**src/rtl/vic_pkg.sv**
```systemverilog
package vic_pkg;
  // strobes handed from control to datapath each cycle
  typedef struct packed {
    logic       ack;     // clear the winning pending flop
    logic       wrEn;    // write the selected enable register
    logic       rdHit;   // address selects an enable register
    logic [3:0] sel;     // which enable register
  } dpStrobes_t;
endpackage

```
**src/rtl/vic_datapath.sv**
```systemverilog
module vic_datapath
  import vic_pkg::*;
#(
  parameter int NUM_SRC = 12,
  parameter int VEC_W   = 16
) (
  input  logic               clk,
  input  logic               rstN,
  input  logic [NUM_SRC-1:0] reqIn,
  input  dpStrobes_t         stb,
  input  logic [7:0]         wdata,
  output logic [7:0]         rdata,
  output logic               anyActive,
  output logic [VEC_W-1:0]   vecAddr
);
  localparam int NREG  = (NUM_SRC + 7) / 8;
  localparam int EN_W  = NREG * 8;
  localparam int IDX_W = (NUM_SRC > 1) ? $clog2(NUM_SRC) : 1;
  localparam logic [EN_W-1:0] IMPL_MASK = {EN_W{1'b1}} >> (EN_W - NUM_SRC);

  logic [EN_W-1:0]    enStore;
  logic [NUM_SRC-1:0] enBits;
  logic [NUM_SRC-1:0] pending;
  logic [NUM_SRC-1:0] active;
  logic [NUM_SRC-1:0] winOH;
  logic [IDX_W-1:0]   winIdx;

  // enable register file, one byte per register
  for (genvar r = 0; r < NREG; r++) begin : g_enReg
    always_ff @(posedge clk) begin
      if (!rstN)
        enStore[r*8 +: 8] <= '0;
      else if (stb.wrEn && stb.sel == 4'(r))
        enStore[r*8 +: 8] <= wdata & IMPL_MASK[r*8 +: 8];
    end
  end

  assign enBits = enStore[NUM_SRC-1:0];

  always_comb begin
    rdata = '0;
    for (int r = 0; r < NREG; r++)
      if (stb.rdHit && stb.sel == 4'(r)) rdata = enStore[r*8 +: 8];
  end

  // pending flops: a new request beats the acknowledge clear
  always_ff @(posedge clk) begin
    if (!rstN)
      pending <= '0;
    else
      pending <= reqIn | (pending & ~(winOH & {NUM_SRC{stb.ack}}));
  end

  assign active    = pending & enBits;
  assign anyActive = |active;

  // fixed priority: lowest index wins, so scan downward and keep the last hit
  always_comb begin
    winOH  = '0;
    winIdx = '0;
    for (int i = NUM_SRC - 1; i >= 0; i--) begin
      if (active[i]) begin
        winOH    = '0;
        winOH[i] = 1'b1;
        winIdx   = IDX_W'(i);
      end
    end
  end

  assign vecAddr = anyActive ? ((VEC_W'(winIdx) + VEC_W'(1)) << 1) : '0;

  a_r3_vec_range: assert property (@(posedge clk) disable iff (!rstN)
    anyActive |-> (vecAddr[0] == 1'b0 && vecAddr >= VEC_W'(2) &&
                   vecAddr <= VEC_W'(2 * NUM_SRC)));

  a_r6_req_sets: assert property (@(posedge clk) disable iff (!rstN)
    (|reqIn) |=> ((pending & $past(reqIn)) == $past(reqIn)));

  a_r5_win_cleared: assert property (@(posedge clk) disable iff (!rstN)
    (stb.ack && anyActive) |=> ((pending & $past(winOH) & ~$past(reqIn)) == '0));

  a_r5_others_kept: assert property (@(posedge clk) disable iff (!rstN)
    stb.ack |=> ((($past(pending) & ~$past(winOH)) & ~pending) == '0));
endmodule

```
**src/rtl/vic_control.sv**
```systemverilog
module vic_control
  import vic_pkg::*;
#(
  parameter int         NUM_SRC = 12,
  parameter logic [7:0] EN_BASE = 8'h20
) (
  input  logic       clk,
  input  logic       rstN,
  input  logic       regWe,
  input  logic [7:0] regAddr,
  input  logic       ackIn,
  input  logic       diStrobe,
  input  logic       eiStrobe,
  input  logic       retiStrobe,
  input  logic       anyActive,
  output dpStrobes_t stb,
  output logic       globalEn,
  output logic       irqOut,
  output logic       irqSense
);
  localparam int NREG = (NUM_SRC + 7) / 8;

  logic [8:0] relAddr;
  logic       hit;

  assign relAddr = {1'b0, regAddr} - {1'b0, EN_BASE};
  assign hit     = (regAddr >= EN_BASE) && (relAddr < 9'(NREG));

  always_comb begin
    stb.ack   = ackIn;
    stb.rdHit = hit;
    stb.wrEn  = hit && regWe;
    stb.sel   = 4'(relAddr);
  end

  // set (EI/RETI) wins over clear (DI/acknowledge)
  always_ff @(posedge clk) begin
    if (!rstN)
      globalEn <= 1'b0;
    else if (eiStrobe || retiStrobe)
      globalEn <= 1'b1;
    else if (diStrobe || ackIn)
      globalEn <= 1'b0;
  end

  assign irqSense = anyActive;
  assign irqOut   = globalEn & anyActive;

  a_r8_clear: assert property (@(posedge clk) disable iff (!rstN)
    ((diStrobe || ackIn) && !eiStrobe && !retiStrobe) |=> !globalEn);

  a_r8_set_wins: assert property (@(posedge clk) disable iff (!rstN)
    (eiStrobe || retiStrobe) |=> globalEn);

  a_r4_no_stray_write: assert property (@(posedge clk) disable iff (!rstN)
    (regWe && (regAddr < EN_BASE)) |-> !stb.wrEn);
endmodule

```
**src/rtl/vec_irq_ctrl.sv**
```systemverilog
module vec_irq_ctrl
  import vic_pkg::*;
#(
  parameter int         NUM_SRC = 12,
  parameter int         VEC_W   = 16,
  parameter logic [7:0] EN_BASE = 8'h20
) (
  input  logic               clk,
  input  logic               rstN,
  input  logic [NUM_SRC-1:0] reqIn,
  input  logic               regWe,
  input  logic [7:0]         regAddr,
  input  logic [7:0]         regWdata,
  output logic [7:0]         regRdata,
  input  logic               ackIn,
  input  logic               diStrobe,
  input  logic               eiStrobe,
  input  logic               retiStrobe,
  output logic               irqOut,
  output logic               irqSense,
  output logic               globalEn,
  output logic [VEC_W-1:0]   vecAddr
);
  dpStrobes_t stb;
  logic       anyActive;

  vic_control #(.NUM_SRC(NUM_SRC), .EN_BASE(EN_BASE)) u_ctrl (
    .clk(clk), .rstN(rstN), .regWe(regWe), .regAddr(regAddr),
    .ackIn(ackIn), .diStrobe(diStrobe), .eiStrobe(eiStrobe),
    .retiStrobe(retiStrobe), .anyActive(anyActive), .stb(stb),
    .globalEn(globalEn), .irqOut(irqOut), .irqSense(irqSense)
  );

  vic_datapath #(.NUM_SRC(NUM_SRC), .VEC_W(VEC_W)) u_dp (
    .clk(clk), .rstN(rstN), .reqIn(reqIn), .stb(stb), .wdata(regWdata),
    .rdata(regRdata), .anyActive(anyActive), .vecAddr(vecAddr)
  );
endmodule

```
**config.mk**
```make
export PLATFORM = sky130hd
export DESIGN_NAME = vec_irq_ctrl
export DESIGN_NICKNAME = d
export VERILOG_FILES = /design/src/rtl/vic_pkg.sv /design/src/rtl/vic_datapath.sv /design/src/rtl/vic_control.sv /design/src/rtl/vec_irq_ctrl.sv
export SDC_FILE = /design/constraint.sdc
export NUM_CORES = 1
export LEC_CHECK = 0
export ABC_AREA = 1
export ABC_CLOCK_PERIOD_IN_PS = 1990
export BUFFER_PORTS_ARGS = -buffer_cell sky130_fd_sc_hd__buf_2
export CAP_MARGIN = 20
export CORE_UTILIZATION = 47
export CTS_CLUSTER_DIAMETER = 120
export DETAILED_ROUTE_END_ITERATION = 10
export PLACE_DENSITY = 0.79
export SLEW_MARGIN = 15
export SYNTH_ARGS = -nofsm -noshare
export SYNTH_HDL_FRONTEND = slang
export SYNTH_SLANG_ARGS = --single-unit
```
**constraint.sdc**
```tcl
create_clock -name clk -period 1.99 [get_ports clk]
set_input_delay 0.199 -clock clk [delete_from_list [all_inputs] [get_ports clk]]
set_output_delay 0.199 -clock clk [all_outputs]
set_load 0.01 [all_outputs]
```
==> results.cfg <==
[outcome]
status = finished, violations left
violations = DRC, setup timing

[pwr]
power_density_nw_per_um2 = 480
ir_drop_mv = 0.237
p_leak_nw = 0.961

[finish]
diodes = 0
final_cell_count_no_fill = 305
nFillCells = 291
syn_to_final_growth_pct = 23.2
final_area_um2 = 1820
drive_above_1_share_pct = 31.0
fin_nets = 312

[clocking]
cts_tree = done
cts_made_buffers = 3
clkLatencyLatePin_ns = 0.32
clk_pin_slew_worst_paths_ns = 0.14
cts_sinks = 25
ctsLongestPathBuffers = 2
cts_max_level = 1
cts_root_buffer = clkbuf_4

[setup_path]
critPathCaptureType = output pin
crit_chain = nand2_2 -> inv_2 -> nand2_2 -> nand2_2 -> nand2_1 -> nand2_1 -> nand2_1 -> nand2_1 -> nand2_1 -> nand2_1 -> nand2_2 -> a21oi_2 -> ha_4 -> o21ai_1 -> a21oi_1 -> buf_2
slowest_stage = dfxtp_2
start_kind = flip-flop
reg2regPathDepth = 6
critical_path.max_fanout = 2
crit_type = reg2out
cp.depth = 16
critPathArrivalTime_ns = 1.90
crit_top_cell = nand2_1
cp_top_family = simple AND/OR/NAND/NOR gates
cp_data_required_time_ns = 1.79
cp.buffers_inverters = 2
slowest_delay_ns = 0.37

[global_routing]
grt_usage_pct = 21.5
overflow = 0
grt_max_degree = 16
met3_usage_pct = 2.68
use_met1_pct = 26.3
use_met2_pct = 38.1
grt-busiest-layer = met2
grt_first_pass_wirelength_um = 5550
grt_pass1_vias = 1370
antenna_found_initial = 0

[routing]
drcViolationCount = 4
drt_first_iter_violations = 57
wl_per_cell_um = 11.4
drt-pass1-iter-count = 7
antenna_left = 0
totalWireLength_um = 3480
via_count = 1531
via_per_inst = 5.02

[die]
die_x_um = 58
start_util_pct = 51.7
coreArea_um2 = 2850
io-pin-count = 62
rows = 19
dieHeight_um = 58
die_area_um2 = 3360

[synth]
synth.top_cell.area_share_pct = 34.0
avgSynthCellArea_um2 = 6.67
ys_ff_latch = 25
ys_seq_area_share_pct = 34.0
synthTopCellsByArea = dfxtp_1 (34%), inv_1 (9.9%), nand2_1 (9.7%)
netlist-cell-type-count = 25
synth_top_area_cell = dfxtp_1
synthCells = 221
synth-warning-count = 0
synthesis.area_um2 = 1470

[place]
placed_area_um2 = 1710
portBuffers = 49
dpl.cell_count = 299
dp_hpwl_um = 2680
gp_congestion = 0.881

[sta]
finalWorstSetupSlack_ns = -0.107
fin_crit_sh_pct = 105
max_freq_mhz = 477
setup_viol = 2
finalClockSkew_ns = 0.0124
post-route-min-period_ns = 2.10
hold_violations = 0
rsz0062_at_grt = yes
fin_tns_setup_ns = -0.192
holdWs_ns = 0.0699
slew_violations = 0

[job]
maxCapViolCount = 0

[min_path]
min_path_type = in2reg
hold_depth = 3
==> worst min-delay path: cells and delay by family <==
kind          cells  cell delay (ns)
simple gates      2             0.09
buf+inv           1             0.07
==> logic make-up (layout without fill, tap and decap cells) <==
family,after synthesis,count (layout),synth area share [%]
other,1,12,0.254
buffers and inverters,53,95,16.6
DFF,25,25,34.0
AOI/OAI and AO/OA,49,49,18.3
adders and majority gates,2,2,1.70
and+or+nand+nor,91,91,29.3
==> power by group <==
part / leakage [nW] / total (mW) / internal, mW / switching (mW)
logic: 0.740 / 0.109 / 0.0470 / 0.0620
clock network: 0.0139 / 0.231 / 0.0768 / 0.154
registers: 0.208 / 0.531 / 0.520 / 0.0113
total: 0.961 / 0.871 / 0.644 / 0.228
==> cell usage after synthesis (all sizes together) <==
| cell type | instances |
|---|---|
| nor4 | 1 |
| nor3 | 3 |
| ha | 2 |
| nor4b | 1 |
| o22ai | 4 |
| buf | 12 |
| clkbuf | 2 |
| o31ai | 4 |
| nand2 | 38 |
| o21a | 2 |
| a21oi | 17 |
| o31a | 1 |
| nor2 | 38 |
| nand4 | 3 |
| inv | 39 |
| nand3b | 1 |
| o21ai | 21 |
| dfxtp | 25 |
| conb | 1 |
| nand3 | 6 |
==> routing by layer <==
metal | up-vias | routed length, um
li1 | 791 | -
met1 | 671 | 1520
met2 | 67 | 1710
met3 | 2 | 219
met4 | 0 | 27
met5 | - | 0
==> worst paths after layout <==
check                                      start               end  slack, ns
worst min-delay path                   reqIn[11]  u_dp.pending[11]       0.07
worst max-delay path            u_dp.pending[11]        vecAddr[3]      -0.11
worst min register to register   u_dp.pending[4]   u_dp.pending[4]       0.49
worst max register to register    u_dp.enBits[3]   u_dp.pending[5]       0.50
==> cells in the final DEF (no fill, tap or decap), types with 5 or more instances in the layout <==
master	count
conb_1	12
o21ai_0	20
nor2_1	33
dfxtp_1	20
dfxtp_2	5
nand2_2	10
buf_2	49
nand2_1	28
inv_1	38
a21oi_1	15
==> registers in the layout (all words and copies together), names as in the netlist <==
name and cells:
u_dp.enBits 12, u_ctrl.globalEn 1, u_dp.pending 12
==> repair_timing <==
| item | in CTS | in global routing |
|---|---|---|
| endpoints found under the setup margin | 3 | 5 |
| buffers inserted | 1 | 1 |
| resized for setup | 6 | 17 |
| pin swaps | 1 | 6 |
| hold buffers | 0 | 0 |
==> through the flow <==
step	worst slack, ns	utilization, %	power (mW)
6_report	-0.107	63.6	0.871
5_1_grt	-0.239	63.6	0.907
4_1_cts	-0.0722	61.7	0.875
3_5_place_dp	0.209	59.9	0.649
3_3_place_gp	0.213	59.9	0.646
2_1_floorplan	0.393	-	0.615
==> layout make-up <==
class                   instances  area, um^2  area share, %
repair buffers                 52         268           14.7
well taps                      31        38.8           2.14
multi-input cells             154         826           45.5
clock inverters                 1        7.51          0.414
clock buffers                   3        22.5           1.24
inverters                      39         146           8.06
flip-flops and latches         25         507           27.9
Power figures use the tool's default switching activity.
